File: config.mk
export PLATFORM = sky130hd
export DESIGN_NAME = hzc_ctrl
export DESIGN_NICKNAME = d
export VERILOG_FILES = /design/src/rtl/hzc_pkg.sv /design/src/rtl/hzc_loaduse.sv /design/src/rtl/hzc_branch.sv /design/src/rtl/hzc_arbiter.sv /design/src/rtl/hzc_ctrl.sv
export SDC_FILE = /design/constraint.sdc
export NUM_CORES = 1
export LEC_CHECK = 0
export BUFFER_PORTS_ARGS = -buffer_cell sky130_fd_sc_hd__buf_2
export CORE_MARGIN = 2
export CORE_UTILIZATION = 41
export CTS_CLUSTER_SIZE = 12
export DETAILED_ROUTE_END_ITERATION = 12
export PLACE_DENSITY_LB_ADDON = 0.2
export REMOVE_ABC_BUFFERS = 1
export SETUP_SLACK_MARGIN = 0.3
export SLEW_MARGIN = 20
export SYNTH_ARGS = -nofsm -noshare
export SYNTH_HDL_FRONTEND = slang
export SYNTH_HIERARCHICAL = 1
export SYNTH_SLANG_ARGS = --single-unit
File: constraint.sdc
create_clock -name clk -period 2.4 [get_ports clk]
set_input_delay 0 -clock clk [delete_from_list [all_inputs] [get_ports clk]]
set_output_delay 0 -clock clk [all_outputs]
set_load 0.01 [all_outputs]
File: src/rtl/hzc_pkg.sv
package hzc_pkg;
  localparam int INSTR_W = 32;
  localparam int OP_W    = 6;
  localparam int REG_W   = 5;
  localparam int IMM_W   = 16;

  // The field boundaries matter: the register decoder and the branch
  // logic depend on them.
  typedef struct packed {
    logic [OP_W-1:0]  op;
    logic [REG_W-1:0] src1;
    logic [REG_W-1:0] src2;
    logic [IMM_W-1:0] imm;
  } dec_word_t;

  typedef enum logic {
    NPC_FALLTHRU = 1'b0,
    NPC_REDIRECT = 1'b1
  } npc_sel_e;
endpackage

File: src/rtl/hzc_loaduse.sv
module hzc_loaduse
  import hzc_pkg::*;
(
  input  logic             clk,
  input  logic             rst_n,
  input  logic [REG_W-1:0] dec_src1,
  input  logic [REG_W-1:0] dec_src2,
  input  logic             ex_mem_read,
  input  logic [REG_W-1:0] ex_dest,
  output logic             stall
);
  logic hit_src1;
  logic hit_src2;
  logic dep_hit;
  logic stalled_q;

  assign hit_src1 = (ex_dest == dec_src1);
  assign hit_src2 = (ex_dest == dec_src2);
  assign dep_hit  = ex_mem_read && (hit_src1 || hit_src2);

  // The cycle after a stall, execute holds the bubble this block inserted,
  // so whatever the ID/EX inputs say, no second stall is issued.
  assign stall = rst_n && dep_hit && !stalled_q;

  always_ff @(posedge clk or negedge rst_n) begin
    if (!rst_n) stalled_q <= 1'b0;
    else        stalled_q <= stall;
  end


  stall_single_chk: assert property (@(posedge clk) disable iff (!rst_n)
    stall |=> !stall);


  stall_needs_load_chk: assert property (@(posedge clk) disable iff (!rst_n)
    stall |-> ex_mem_read);
endmodule

File: src/rtl/hzc_branch.sv
module hzc_branch
  import hzc_pkg::*;
#(
  parameter int              DATA_W = 32,
  parameter int              ADDR_W = 32,
  parameter logic [OP_W-1:0] BR_OP  = 6'b000100
) (
  input  logic [OP_W-1:0]   dec_op,
  input  logic [IMM_W-1:0]  dec_imm,
  input  logic [ADDR_W-1:0] pc_plus4,
  input  logic [DATA_W-1:0] val_a,
  input  logic [DATA_W-1:0] val_b,
  output logic              take,
  output logic [ADDR_W-1:0] target
);
  localparam int EXT_W = ADDR_W - IMM_W - 2;

  logic              is_branch;
  logic              equal;
  logic [ADDR_W-1:0] offset;

  assign is_branch = (dec_op == BR_OP);
  assign equal     = (val_a == val_b);
  assign take      = is_branch && equal;

  generate
    if (EXT_W > 0) begin : g_ext
      assign offset = {{EXT_W{dec_imm[IMM_W-1]}}, dec_imm, 2'b00};
    end else begin : g_trunc
      logic [IMM_W+1:0] wide_off;
      assign wide_off = {dec_imm, 2'b00};
      assign offset   = wide_off[ADDR_W-1:0];
    end
  endgenerate

  assign target = pc_plus4 + offset;
endmodule

File: src/rtl/hzc_arbiter.sv
module hzc_arbiter
  import hzc_pkg::*;
(
  input  logic     rst_n,
  input  logic     stall,
  input  logic     take,
  output logic     pc_we,
  output logic     ifid_we,
  output logic     zero_ctrl,
  output logic     flush,
  output npc_sel_e npc_sel
);
  logic redirect;

  // A stall wins over a taken branch: the branch stays in decode and is
  // evaluated again once the hold lifts.
  assign redirect  = rst_n && take && !stall;

  assign pc_we     = !stall;
  assign ifid_we   = !stall;
  assign zero_ctrl = stall;
  assign flush     = redirect;
  assign npc_sel   = redirect ? NPC_REDIRECT : NPC_FALLTHRU;
endmodule

File: src/rtl/hzc_ctrl.sv
module hzc_ctrl
  import hzc_pkg::*;
#(
  parameter int              DATA_W = 32,
  parameter int              ADDR_W = 32,
  parameter logic [OP_W-1:0] BR_OP  = 6'b000100
) (
  input  logic                clk,
  input  logic                rst_n,
  input  logic [INSTR_W-1:0]  ifid_instr,
  input  logic [ADDR_W-1:0]   ifid_pc_plus4,
  input  logic                idex_mem_read,
  input  logic [REG_W-1:0]    idex_rt,
  input  logic [DATA_W-1:0]   rdata_a,
  input  logic [DATA_W-1:0]   rdata_b,
  output logic                pc_write_en,
  output logic                ifid_write_en,
  output logic                ctrl_zero_sel,
  output logic                ifid_flush,
  output logic [ADDR_W-1:0]   next_pc,
  output logic                next_pc_sel
);
  dec_word_t dw;
  logic      stall;
  logic      take;
  npc_sel_e  sel_enum;

  assign dw = dec_word_t'(ifid_instr);

  hzc_loaduse u_loaduse (
    .clk        (clk),
    .rst_n      (rst_n),
    .dec_src1   (dw.src1),
    .dec_src2   (dw.src2),
    .ex_mem_read(idex_mem_read),
    .ex_dest    (idex_rt),
    .stall      (stall)
  );

  hzc_branch #(
    .DATA_W(DATA_W),
    .ADDR_W(ADDR_W),
    .BR_OP (BR_OP)
  ) u_branch (
    .dec_op  (dw.op),
    .dec_imm (dw.imm),
    .pc_plus4(ifid_pc_plus4),
    .val_a   (rdata_a),
    .val_b   (rdata_b),
    .take    (take),
    .target  (next_pc)
  );

  hzc_arbiter u_arbiter (
    .rst_n    (rst_n),
    .stall    (stall),
    .take     (take),
    .pc_we    (pc_write_en),
    .ifid_we  (ifid_write_en),
    .zero_ctrl(ctrl_zero_sel),
    .flush    (ifid_flush),
    .npc_sel  (sel_enum)
  );

  assign next_pc_sel = (sel_enum == NPC_REDIRECT);


  hold_consistent_chk: assert property (@(posedge clk) disable iff (!rst_n)
    (pc_write_en == ifid_write_en) && (ctrl_zero_sel != pc_write_en));


  stall_over_branch_chk: assert property (@(posedge clk) disable iff (!rst_n)
    ctrl_zero_sel |-> (!ifid_flush && !next_pc_sel));


  flush_with_redirect_chk: assert property (@(posedge clk) disable iff (!rst_n)
    ifid_flush == next_pc_sel);


  redirect_needs_equal_chk: assert property (@(posedge clk) disable iff (!rst_n)
    next_pc_sel |-> ((rdata_a == rdata_b) && (ifid_instr[31:26] == BR_OP)));
endmodule

==> impl_metrics.py <==
metrics = {
    "status": {
        "status": "finished, final reports clean",
    },
    "flow_run": {
        "maxCapViolations": 0,
    },
    "detailed_routing": {
        "ant_nets": 0,
        "drc": 0,
        "drtIter0Drc": 112,
        "wire_per_inst_um": 13.8,
        "totalWireLength_um": 7370,
        "vias_per_cell": 5.28,
        "firstDrtPassIters": 4,
        "num_vias": 2823,
    },
    "place": {
        "place_inst": 525,
        "place_congestion": 0.929,
        "placed_cell_area_sq_um": 3020,
        "pre_cts_ws_ps": 242,
        "dp_hpwl_um": 6200,
        "io_buffers": 168,
    },
    "worst_setup_path": {
        "cp.arrival_ps": 2060,
        "crit_fanout": 3,
        "required_ps": 2400,
        "setup.worst_path.end_class": "primary output",
        "start_kind": "input port",
        "critPathKind": "input port to primary output",
    },
    "finish": {
        "stdcell_count": 535,
        "drive_gt1_frac": 0.449,
        "design_area_sq_um": 3270,
        "fin_nets": 633,
        "fillers": 491,
        "antenna_cells": 0,
        "top_register": "u_loaduse/stalled_q",
        "syn_to_final_growth_pct": 51.2,
        "largest_reg_flops": 1,
        "utilization": 0.640,
        "reg.largest.list": "u_loaduse/stalled_q x1",
    },
    "synthesis": {
        "synth-seq-cells": 1,
        "yosysWarnings": 6,
        "synth-edff-count": 0,
        "syn-instance-count": 301,
        "async_reset_ff_frac": 1.00,
        "synth_area_per_cell_sq_um": 7.18,
        "yosysSeqAreaShare": 0.0116,
        "syn_area_sq_um": 2160,
        "synth.distinct_cells": 46,
        "synthFlopType": "dfrtp_1",
    },
    "timing": {
        "drv_slew": 0,
        "finalHoldViolCount": 0,
        "max_slew_margin": 0.662,
        "setup_violations": 0,
        "fin_crit_ps": 2060,
        "worst_pin_slew_ps": 503,
        "worst_slack_ps": 340,
        "setup_tns_ps": 0,
        "finalCritPeriodShare": 0.858,
        "skew_ps": 0,
        "fmax_mhz": 485,
        "holdWs_ps": 0.0850,
        "rsz0062_at_grt": "yes",
    },
    "global_routing": {
        "grt_usage": 0.233,
        "grt_pass1_wl_um": 11700,
        "grt_overflow": 0,
        "grt_pass1_vias": 2708,
        "antenna_found_initial": 0,
        "grt_max_degree": 16,
    },
    "floorplanning": {
        "pin_count": 173,
        "core-area_sq_um": 5110,
        "fp-row-count": 26,
        "die_h_um": 76.6,
        "floorplan.die_area_sq_um": 5870,
        "die_width_um": 76.6,
        "start_util": 0.423,
    },
    "hold_path": {
        "hold_class": "input port to primary output",
    },
    "clock_tree": {
        "clk_latency_ps": 0,
    },
    "power_and_ir_drop": {
        "powerDensity_nw_per_um2": 276,
        "ir_drop_mv": 0.165,
        "leakagePower_nw": 1.65,
        "total_power_uw": 902,
    },
}
==> cell usage after synthesis, types with 2 or more instances <==
cell type / count / area share
nand2b_1: 3 / 0.0087
nand2_1: 27 / 0.047
o21a_1: 6 / 0.021
nor2b_1: 2 / 0.0058
a21oi_1: 25 / 0.058
xor2_1: 46 / 0.19
a21oi_2: 2 / 0.0081
and3_1: 2 / 0.0058
nor4_1: 11 / 0.032
buf_4: 5 / 0.017
o21ai_0: 11 / 0.025
xnor2_1: 23 / 0.093
buf_2: 2 / 0.0046
a21o_1: 10 / 0.035
nand4_1: 10 / 0.029
ha_1: 29 / 0.17
nor2_1: 17 / 0.030
clkbuf_1: 7 / 0.012
a211oi_1: 2 / 0.0069
nand3_1: 11 / 0.025
a31oi_1: 4 / 0.012
nor3_1: 9 / 0.021
o221ai_1: 2 / 0.0081
a211o_1: 2 / 0.0081
inv_1: 9 / 0.016
o211ai_1: 4 / 0.014
==> path summary, 6_finish.rpt <==
path                                          startpoint                       endpoint  slack (ps)  depth (start not counted)
hold / removal                          ifid_pc_plus4[0]                     next_pc[0]        0.09                          0
min in group asynchronous                          rst_n  u_loaduse/stalled_q$_DFF_PN0_         350                          2
hold reg to reg            u_loaduse/stalled_q$_DFF_PN0_  u_loaduse/stalled_q$_DFF_PN0_         630                          2
setup / recovery                           ifid_instr[0]                    next_pc[30]         340                         12
setup reg to reg           u_loaduse/stalled_q$_DFF_PN0_  u_loaduse/stalled_q$_DFF_PN0_        1460                          2
max in group asynchronous                          rst_n  u_loaduse/stalled_q$_DFF_PN0_        1960                          2
==> routing by layer <==
layer,vias to the layer above,share of wire,wire length (um),GRT usage
met3,2,0.063,461,0.0296
met4,0,0.0030,22,0.00727
li1,1427,-,-,-
met5,-,0,0,0
met1,1298,0.43,3140,0.302
met2,96,0.51,3750,0.432
==> worst max-delay path: stages <==
cell and delay, ps:
buf_6 100, ha_4 150, inv_2 50, fa_2 220, nor2b_4 50, o31a_1 260
o31a_2 330, o21ai_4 250, o41ai_4 100, a221oi_2 270, xnor2_1 150, buf_2 150
==> kinds of logic (layout without fill, tap and decap cells) <==
logic type,count (synthesis),count (layout),share of synthesized area
adders and majority gates,30,30,0.177
AOI/OAI and AO/OA,80,80,0.254
and+or+nand+nor,98,98,0.228
DFF,1,1,0.0116
buffers and inverters,23,187,0.0498
xor gates and xnor gates,69,69,0.280
==> power breakdown <==
group,internal (mW),leakage (nW),switching [mW]
Sequential,0.0175,0.0139,0.000174
Clock,0,0,0
Combinational,0.420,1.63,0.464
==> layout make-up <==
type	instances	area (sq um)	area share
Multi-Input combinational cell	277	2180	0.668
Inverter	9	33.8	0.0103
Tap cell	70	87.6	0.0268
Timing Repair Buffer	178	937	0.287
Sequential cell	1	25.0	0.00766
==> timing repair <==
action | CTS | global route
hold buffers | 1 | 0
resized for setup | 8 | 28
hold endpoints to repair | 1 | 0
endpoints found under the setup margin | 2 | 11
pin swaps | 8 | 12
setup buffers | 5 | 4
==> layout by cell type (no fill, tap or decap), types with 10 or more instances in the layout <==
cell type | Yosys | final
nor2_1 | 17 | 16
a21o_1 | 10 | 10
nand2_1 | 27 | 27
xnor2_1 | 23 | 23
nand4_1 | 10 | 10
xor2_1 | 46 | 46
a21oi_1 | 25 | 21
ha_1 | 29 | 17
nor4_1 | 11 | 11
buf_2 | 2 | 165
nand3_1 | 11 | 10
No activity file was read; power rests on OpenSTA's default activity.
